--- src/rtl/adc_rd_pkg.sv ---
package adc_rd_pkg;

    typedef enum logic [1:0] {
        ST_IDLE = 2'd0,
        ST_CONV = 2'd1,
        ST_READ = 2'd2,
        ST_DONE = 2'd3
    } rd_state_e;

    // Order of the synchronised control lines inside the line vector
    localparam int LN_SCLK = 0;
    localparam int LN_SEL  = 1;
    localparam int LN_CONV = 2;
    localparam int LN_NUM  = 3;

    typedef struct packed {
        logic conv;
        logic sel;
        logic sclk;
    } line_s;

    typedef struct packed {
        logic conv_rise;
        logic sel_rise;
        logic sclk_fall;
    } edge_s;

    function automatic int frame_edges(input int width);
        return width + 1;
    endfunction

endpackage

--- src/rtl/adc_rd_sync.sv ---
module adc_rd_sync #(
    parameter int WIDTH  = 3,
    parameter int STAGES = 2
) (
    input  logic             clk,
    input  logic             rst,
    input  logic [WIDTH-1:0] d_i,
    output logic [WIDTH-1:0] q_o,
    output logic [WIDTH-1:0] prev_o
);

    logic [WIDTH-1:0] stage_q [STAGES];

    generate
        for (genvar g = 0; g < STAGES; g++) begin : g_stage
            if (g == 0) begin : g_first
                always_ff @(posedge clk) begin
                    if (rst) stage_q[g] <= '0;
                    else     stage_q[g] <= d_i;
                end
            end else begin : g_next
                always_ff @(posedge clk) begin
                    if (rst) stage_q[g] <= '0;
                    else     stage_q[g] <= stage_q[g-1];
                end
            end
        end
    endgenerate

    always_ff @(posedge clk) begin
        if (rst) prev_o <= '0;
        else     prev_o <= stage_q[STAGES-1];
    end

    assign q_o = stage_q[STAGES-1];

endmodule

--- src/rtl/adc_rd_timer.sv ---
module adc_rd_timer #(
    parameter int LIMIT = 16
) (
    input  logic clk,
    input  logic rst,
    input  logic run_i,
    output logic done_o
);

    localparam int CW = (LIMIT > 1) ? $clog2(LIMIT + 1) : 1;
    localparam logic [CW-1:0] LAST = CW'(LIMIT - 1);

    logic [CW-1:0] cnt_q;

    assign done_o = run_i && (cnt_q == LAST);

    always_ff @(posedge clk) begin
        if (rst || !run_i || done_o) cnt_q <= '0;
        else                         cnt_q <= cnt_q + 1'b1;
    end


    conv_cnt_range_chk: assert property (@(posedge clk) disable iff (rst)
        cnt_q <= LAST);


    conv_cnt_idle_chk: assert property (@(posedge clk) disable iff (rst)
        !run_i |=> (cnt_q == '0));

endmodule

--- src/rtl/adc_rd_shifter.sv ---
module adc_rd_shifter #(
    parameter int WIDTH = 18
) (
    input  logic             clk,
    input  logic             rst,
    input  logic             load_i,
    input  logic [WIDTH-1:0] data_i,
    input  logic             shift_i,
    output logic             bit_o
);

    logic [WIDTH-1:0] word_q;
    logic             out_q;

    always_ff @(posedge clk) begin
        if (rst) begin
            word_q <= '0;
            out_q  <= 1'b0;
        end else if (load_i) begin
            word_q <= data_i;
            out_q  <= 1'b0;
        end else if (shift_i) begin
            out_q  <= word_q[WIDTH-1];
            word_q <= {word_q[WIDTH-2:0], 1'b0};
        end
    end

    assign bit_o = out_q;


    word_hold_chk: assert property (@(posedge clk) disable iff (rst)
        (!load_i && !shift_i) |=> $stable(word_q));


    load_clears_out_chk: assert property (@(posedge clk) disable iff (rst)
        load_i |=> !out_q);

endmodule

--- src/rtl/adc_rd_port.sv ---
module adc_rd_port
    import adc_rd_pkg::*;
#(
    parameter int DATA_W      = 18,
    parameter int CONV_CYCLES = 16,
    parameter int SYNC_STAGES = 2
) (
    input  logic              clk,
    input  logic              rst,
    input  logic              conv_i,
    input  logic              sel_i,
    input  logic              sclk_i,
    input  logic [DATA_W-1:0] sample_i,
    output logic              sdo_o,
    output logic              sdo_oe_o
);

    localparam int FRAME = frame_edges(DATA_W);
    localparam int BW    = $clog2(FRAME + 1);
    localparam logic [BW-1:0] LAST_BIT = BW'(DATA_W);

    line_s            raw, lvl, lvl_p;
    edge_s            edg;
    logic [LN_NUM-1:0] lvl_v, prev_v;

    rd_state_e        state_q, state_d;
    logic [BW-1:0]    bits_q, bits_d;
    logic             drive_q, drive_d;
    logic             tmr_done, load, shift, data_bit;

    assign raw.conv = conv_i;
    assign raw.sel  = sel_i;
    assign raw.sclk = sclk_i;

    adc_rd_sync #(.WIDTH(LN_NUM), .STAGES(SYNC_STAGES)) i_sync (
        .clk    (clk),
        .rst    (rst),
        .d_i    (raw),
        .q_o    (lvl_v),
        .prev_o (prev_v)
    );

    assign lvl   = line_s'(lvl_v);
    assign lvl_p = line_s'(prev_v);

    assign edg.conv_rise = lvl.conv & ~lvl_p.conv;
    assign edg.sel_rise  = lvl.sel  & ~lvl_p.sel;
    assign edg.sclk_fall = ~lvl.sclk & lvl_p.sclk;

    adc_rd_timer #(.LIMIT(CONV_CYCLES)) i_timer (
        .clk    (clk),
        .rst    (rst),
        .run_i  (state_q == ST_CONV),
        .done_o (tmr_done)
    );

    adc_rd_shifter #(.WIDTH(DATA_W)) i_shift (
        .clk     (clk),
        .rst     (rst),
        .load_i  (load),
        .data_i  (sample_i),
        .shift_i (shift),
        .bit_o   (data_bit)
    );

    always_comb begin
        state_d = state_q;
        bits_d  = bits_q;
        drive_d = drive_q;
        load    = 1'b0;
        shift   = 1'b0;
        unique case (state_q)
            ST_IDLE: begin
                if (edg.conv_rise && lvl.sel) state_d = ST_CONV;
            end
            ST_CONV: begin
                if (!lvl.conv) begin
                    state_d = ST_IDLE;
                end else if (tmr_done) begin
                    state_d = ST_READ;
                    load    = 1'b1;
                    bits_d  = '0;
                    drive_d = !lvl.sel;
                end
            end
            ST_READ: begin
                if (!lvl.conv) begin
                    state_d = ST_IDLE;
                end else if (edg.sel_rise) begin
                    state_d = ST_DONE;
                end else if (edg.sclk_fall) begin
                    if (bits_q == LAST_BIT) begin
                        state_d = ST_DONE;
                    end else begin
                        shift  = 1'b1;
                        bits_d = bits_q + 1'b1;
                    end
                end
            end
            ST_DONE: begin
                if (!lvl.conv) state_d = ST_IDLE;
            end
            default: state_d = ST_IDLE;
        endcase
    end

    always_ff @(posedge clk) begin
        if (rst) begin
            state_q <= ST_IDLE;
            bits_q  <= '0;
            drive_q <= 1'b0;
        end else begin
            state_q <= state_d;
            bits_q  <= bits_d;
            drive_q <= drive_d;
        end
    end

    always_comb begin
        sdo_oe_o = 1'b0;
        sdo_o    = 1'b0;
        unique case (state_q)
            ST_IDLE: sdo_oe_o = !lvl.conv && !lvl.sel;
            ST_READ: begin
                sdo_oe_o = drive_q;
                sdo_o    = drive_q && data_bit;
            end
            default: begin
                sdo_oe_o = 1'b0;
                sdo_o    = 1'b0;
            end
        endcase
    end


    abort_to_idle_chk: assert property (@(posedge clk) disable iff (rst)
        !lvl.conv |=> (state_q == ST_IDLE));


    start_needs_sel_chk: assert property (@(posedge clk) disable iff (rst)
        (state_q == ST_IDLE && state_d == ST_CONV) |-> lvl.sel);


    busy_low_chk: assert property (@(posedge clk) disable iff (rst)
        (state_q == ST_CONV && state_d == ST_READ && !lvl.sel)
            |=> (sdo_oe_o && !sdo_o));


    bit_count_range_chk: assert property (@(posedge clk) disable iff (rst)
        bits_q <= LAST_BIT);


    no_busy_hiz_chk: assert property (@(posedge clk) disable iff (rst)
        (state_q == ST_READ && !drive_q) |-> !sdo_oe_o);

endmodule

--- config.mk ---
export PLATFORM = sky130hd
export DESIGN_NAME = adc_rd_port
export DESIGN_NICKNAME = d
export VERILOG_FILES = /design/src/rtl/adc_rd_pkg.sv /design/src/rtl/adc_rd_sync.sv /design/src/rtl/adc_rd_timer.sv /design/src/rtl/adc_rd_shifter.sv /design/src/rtl/adc_rd_port.sv
export SDC_FILE = /design/constraint.sdc
export NUM_CORES = 1
export LEC_CHECK = 0
export ABC_CLOCK_PERIOD_IN_PS = 2750
export CELL_PAD_IN_SITES_DETAIL_PLACEMENT = 1
export CELL_PAD_IN_SITES_GLOBAL_PLACEMENT = 1
export CORE_MARGIN = 2
export CORE_UTILIZATION = 47
export DETAILED_ROUTE_END_ITERATION = 10
export DONT_BUFFER_PORTS = 1
export HOLD_SLACK_MARGIN = 0.02
export MAX_ROUTING_LAYER = met4
export PLACE_DENSITY_LB_ADDON = 0.1
export SLEW_MARGIN = 5
export SYNTH_ARGS = -nofsm -noshare
export SYNTH_HDL_FRONTEND = slang
export SYNTH_SLANG_ARGS = --single-unit
--- constraint.sdc ---
create_clock -name clk -period 2.75 [get_ports clk]
set_input_delay 0.55 -clock clk [delete_from_list [all_inputs] [get_ports clk]]
set_output_delay 0.55 -clock clk [all_outputs]
set_load 0.02 [all_outputs]
==> reports/results.tsv <==
metric	value	unit
htreeDepth	2	
power_switching	0.000198	W
final_cells	212	
syn_area	0.00168	sq mm
die_area	0.00407	sq mm
report.final.slew_viol_count	0	
r2r-start	i_timer.cnt_q[0]	
cp-end-kind	register	
grt_max_degree	23	
power.share.clock	31.6	%
drive_gt1_share	8.43	%
cts_tree	done	
tightest_slew	0.704	ns
gp_congestion	0.723	
rows	21	
wirelength	3300	microns
total_leakage_power	0.659	nW
ys_async_sr_fraction	0	%
synth-edff-count	0	
status	completed	
cts_sinks	41	
syn_area_per_cell	10.3	sq um
met2WireLength	1510	microns
skew	0.00437	ns
period_needed	2.22	ns
critPathLaunch	i_timer.cnt_q[0]	
relSlewSlack	53.1	%
postRouteAntennaNets	0	
postCtsSetupRepairBufs	0	
hold_class	input port to register	
diodes	0	
tns	0	ns
clk_latency	0.35	ns
wl_per_cell	15.6	microns
synth_top_flop_cell	dfxtp_1	
overflow	0	
cp.arrival	2.52	ns
fp.dieW	63.8	microns
initial_utilization	49.6	%
synth_nets	190	
drt-initial-drc-count	55	
wl_met3	157	microns
dp_hpwl	2400	microns
min_from	rst	
cts_buffers	5	
cp-start-kind	register	
io_pins	25	
drt_pre_antenna_iters	4	
max_clock_freq	0.451	GHz
ys_seq_elements	41	
power_frac_comb	1.9	%
track_usage	19.0	%
cap_violations	0	
ys_warn_count	0	
layout.cells.most_common	dfxtp_1	
hold_viol_final	0	
yosysUniqueCellTypes	38	
die_height	63.8	microns
highest_layer	met4	
rsz0062_at_grt	no	
critPathKind	register to register	
p_seq_share	66.5	%
cts_buffer_depth	2	
swShare	21.8	%
wl_met1	1580	microns
timing.final.crit_share	80.6	%
syn_to_final_growth	4.91	%
grt_pass1_vias	1216	
grt_pass1_wl	5780	microns
placed_cells	204	
layout.nets	192	
intPower	0.000708	W
worst-endpoint-required	3.05	ns
vias_per_cell	5.48	
yosysSeqAreaShare	48.8	%
cts-root-buf	clkbuf_4	
cts_hold_buf	0	
core_area	0.00339	sq mm
via_count	1161	
setup_viol	0	
io_buffers	0	
postCtsResizedCells	0	
ir_worst_vdd	0.324	mV
path_max_fanout	17	
drc	0	
clkTransAtPathRegs	0.11	ns
final_cell_mix	41 x dfxtp_1, 19 x nor2_1, 16 x and2_1, 16 x a221o_1, 9 x nor2b_1	
synth_cells	163	
powerDensity	513	mW/mm^2
timing.hold.ws	0.244	ns
antenna_found_initial	0	
-- cell families after synthesis --
kind of cell	count (synthesis)	share of synthesized area (%)
XOR/XNOR	2	1.04
AND/OR/NAND/NOR	69	24.9
adder cells (fa/ha/maj)	4	2.97
buffers and inverters	13	3.42
multiplexers	5	3.12
flip-flops	41	48.8
AO/OA/AOI/OAI	29	15.8
-- registers in the layout, summed over array words and instances (netlist names) --
| register | count |
|---|---|
| i_shift.bit_o | 1 |
| i_shift.word_q | 18 |
| i_timer.cnt_q | 5 |
| i_sync.stage_q | 6 |
| bits_q | 5 |
| state_q | 2 |
| drive_q | 1 |
| i_sync.prev_o | 3 |
-- path summary, 6_finish.rpt --
| kind | slack, ns | endpoint | cells past startpoint |
|---|---|---|---|
| worst max register to register | 0.53 | i_shift.word_q[9] | 7 |
| worst min register to register | 0.45 | i_sync.stage_q[1][2] | 1 |
| worst min-delay path | 0.24 | i_shift.word_q[1] | 1 |
| worst max-delay path | 0.53 | i_shift.word_q[9] | 7 |
-- metrics by stage --
stage / util (%) / power [W] / worst slack (ns) / area, sq um
after floorplan: - / 0.000634 / 0.818 / 1680
after global routing: 52.1 / 0.000955 / 0.385 / 1770
after detailed placement: 50.6 / 0.000633 / 0.566 / 1720
after global placement: 50.6 / 0.000633 / 0.651 / 1720
after CTS: 52.1 / 0.000919 / 0.523 / 1770
final: 52.1 / 0.000906 / 0.532 / 1770
-- cells in the mapped netlist (all sizes together) (4+ instances only) --
library cell  count  share of area [%]
a221o            16                9.5
nor2             19                4.2
nor2b             9                3.3
ha                4                3.0
a21oi             4                1.2
nand2             4               0.89
inv               7                1.6
and2             16                5.9
dfxtp            41                 49
-- layer usage --
layer,up-vias,global-route usage [%]
met5,-,-
met4,0,9.78
met3,6,5.46
met2,23,28.1
met1,548,23.4
li1,584,-
-- power groups by stage --
stage	combinational, W	sequential (W)	clock [W]
2_1_floorplan	0.0000197	0.000614	0
3_3_place_gp	0.0000175	0.000615	0
3_5_place_dp	0.0000178	0.000615	0
4_1_cts	0.0000179	0.000602	0.000299
5_1_grt	0.0000197	0.000603	0.000332
6_report	0.0000176	0.000602	0.000286
-- worst max-delay path, cell delays in order, from the launching register on --
cell,delay [ns]
dfxtp_1,0.34
ha_1,0.21
and3_1,0.18
ha_1,0.22
nand3b_1,0.21
a21oi_1,0.12
o22ai_2,0.58
a221o_1,0.29
-- layout make-up --
| cell class | count | area, sq um |
|---|---|---|
| fillers | 374 | 1620 |
| flip-flops and latches | 41 | 821 |
| repair buffers | 1 | 7.51 |
| multi-input cells | 109 | 805 |
| well taps | 46 | 57.6 |
| clock buffers | 8 | 48.8 |
| inverters | 7 | 26.3 |
(Power assumes the default switching activity.)
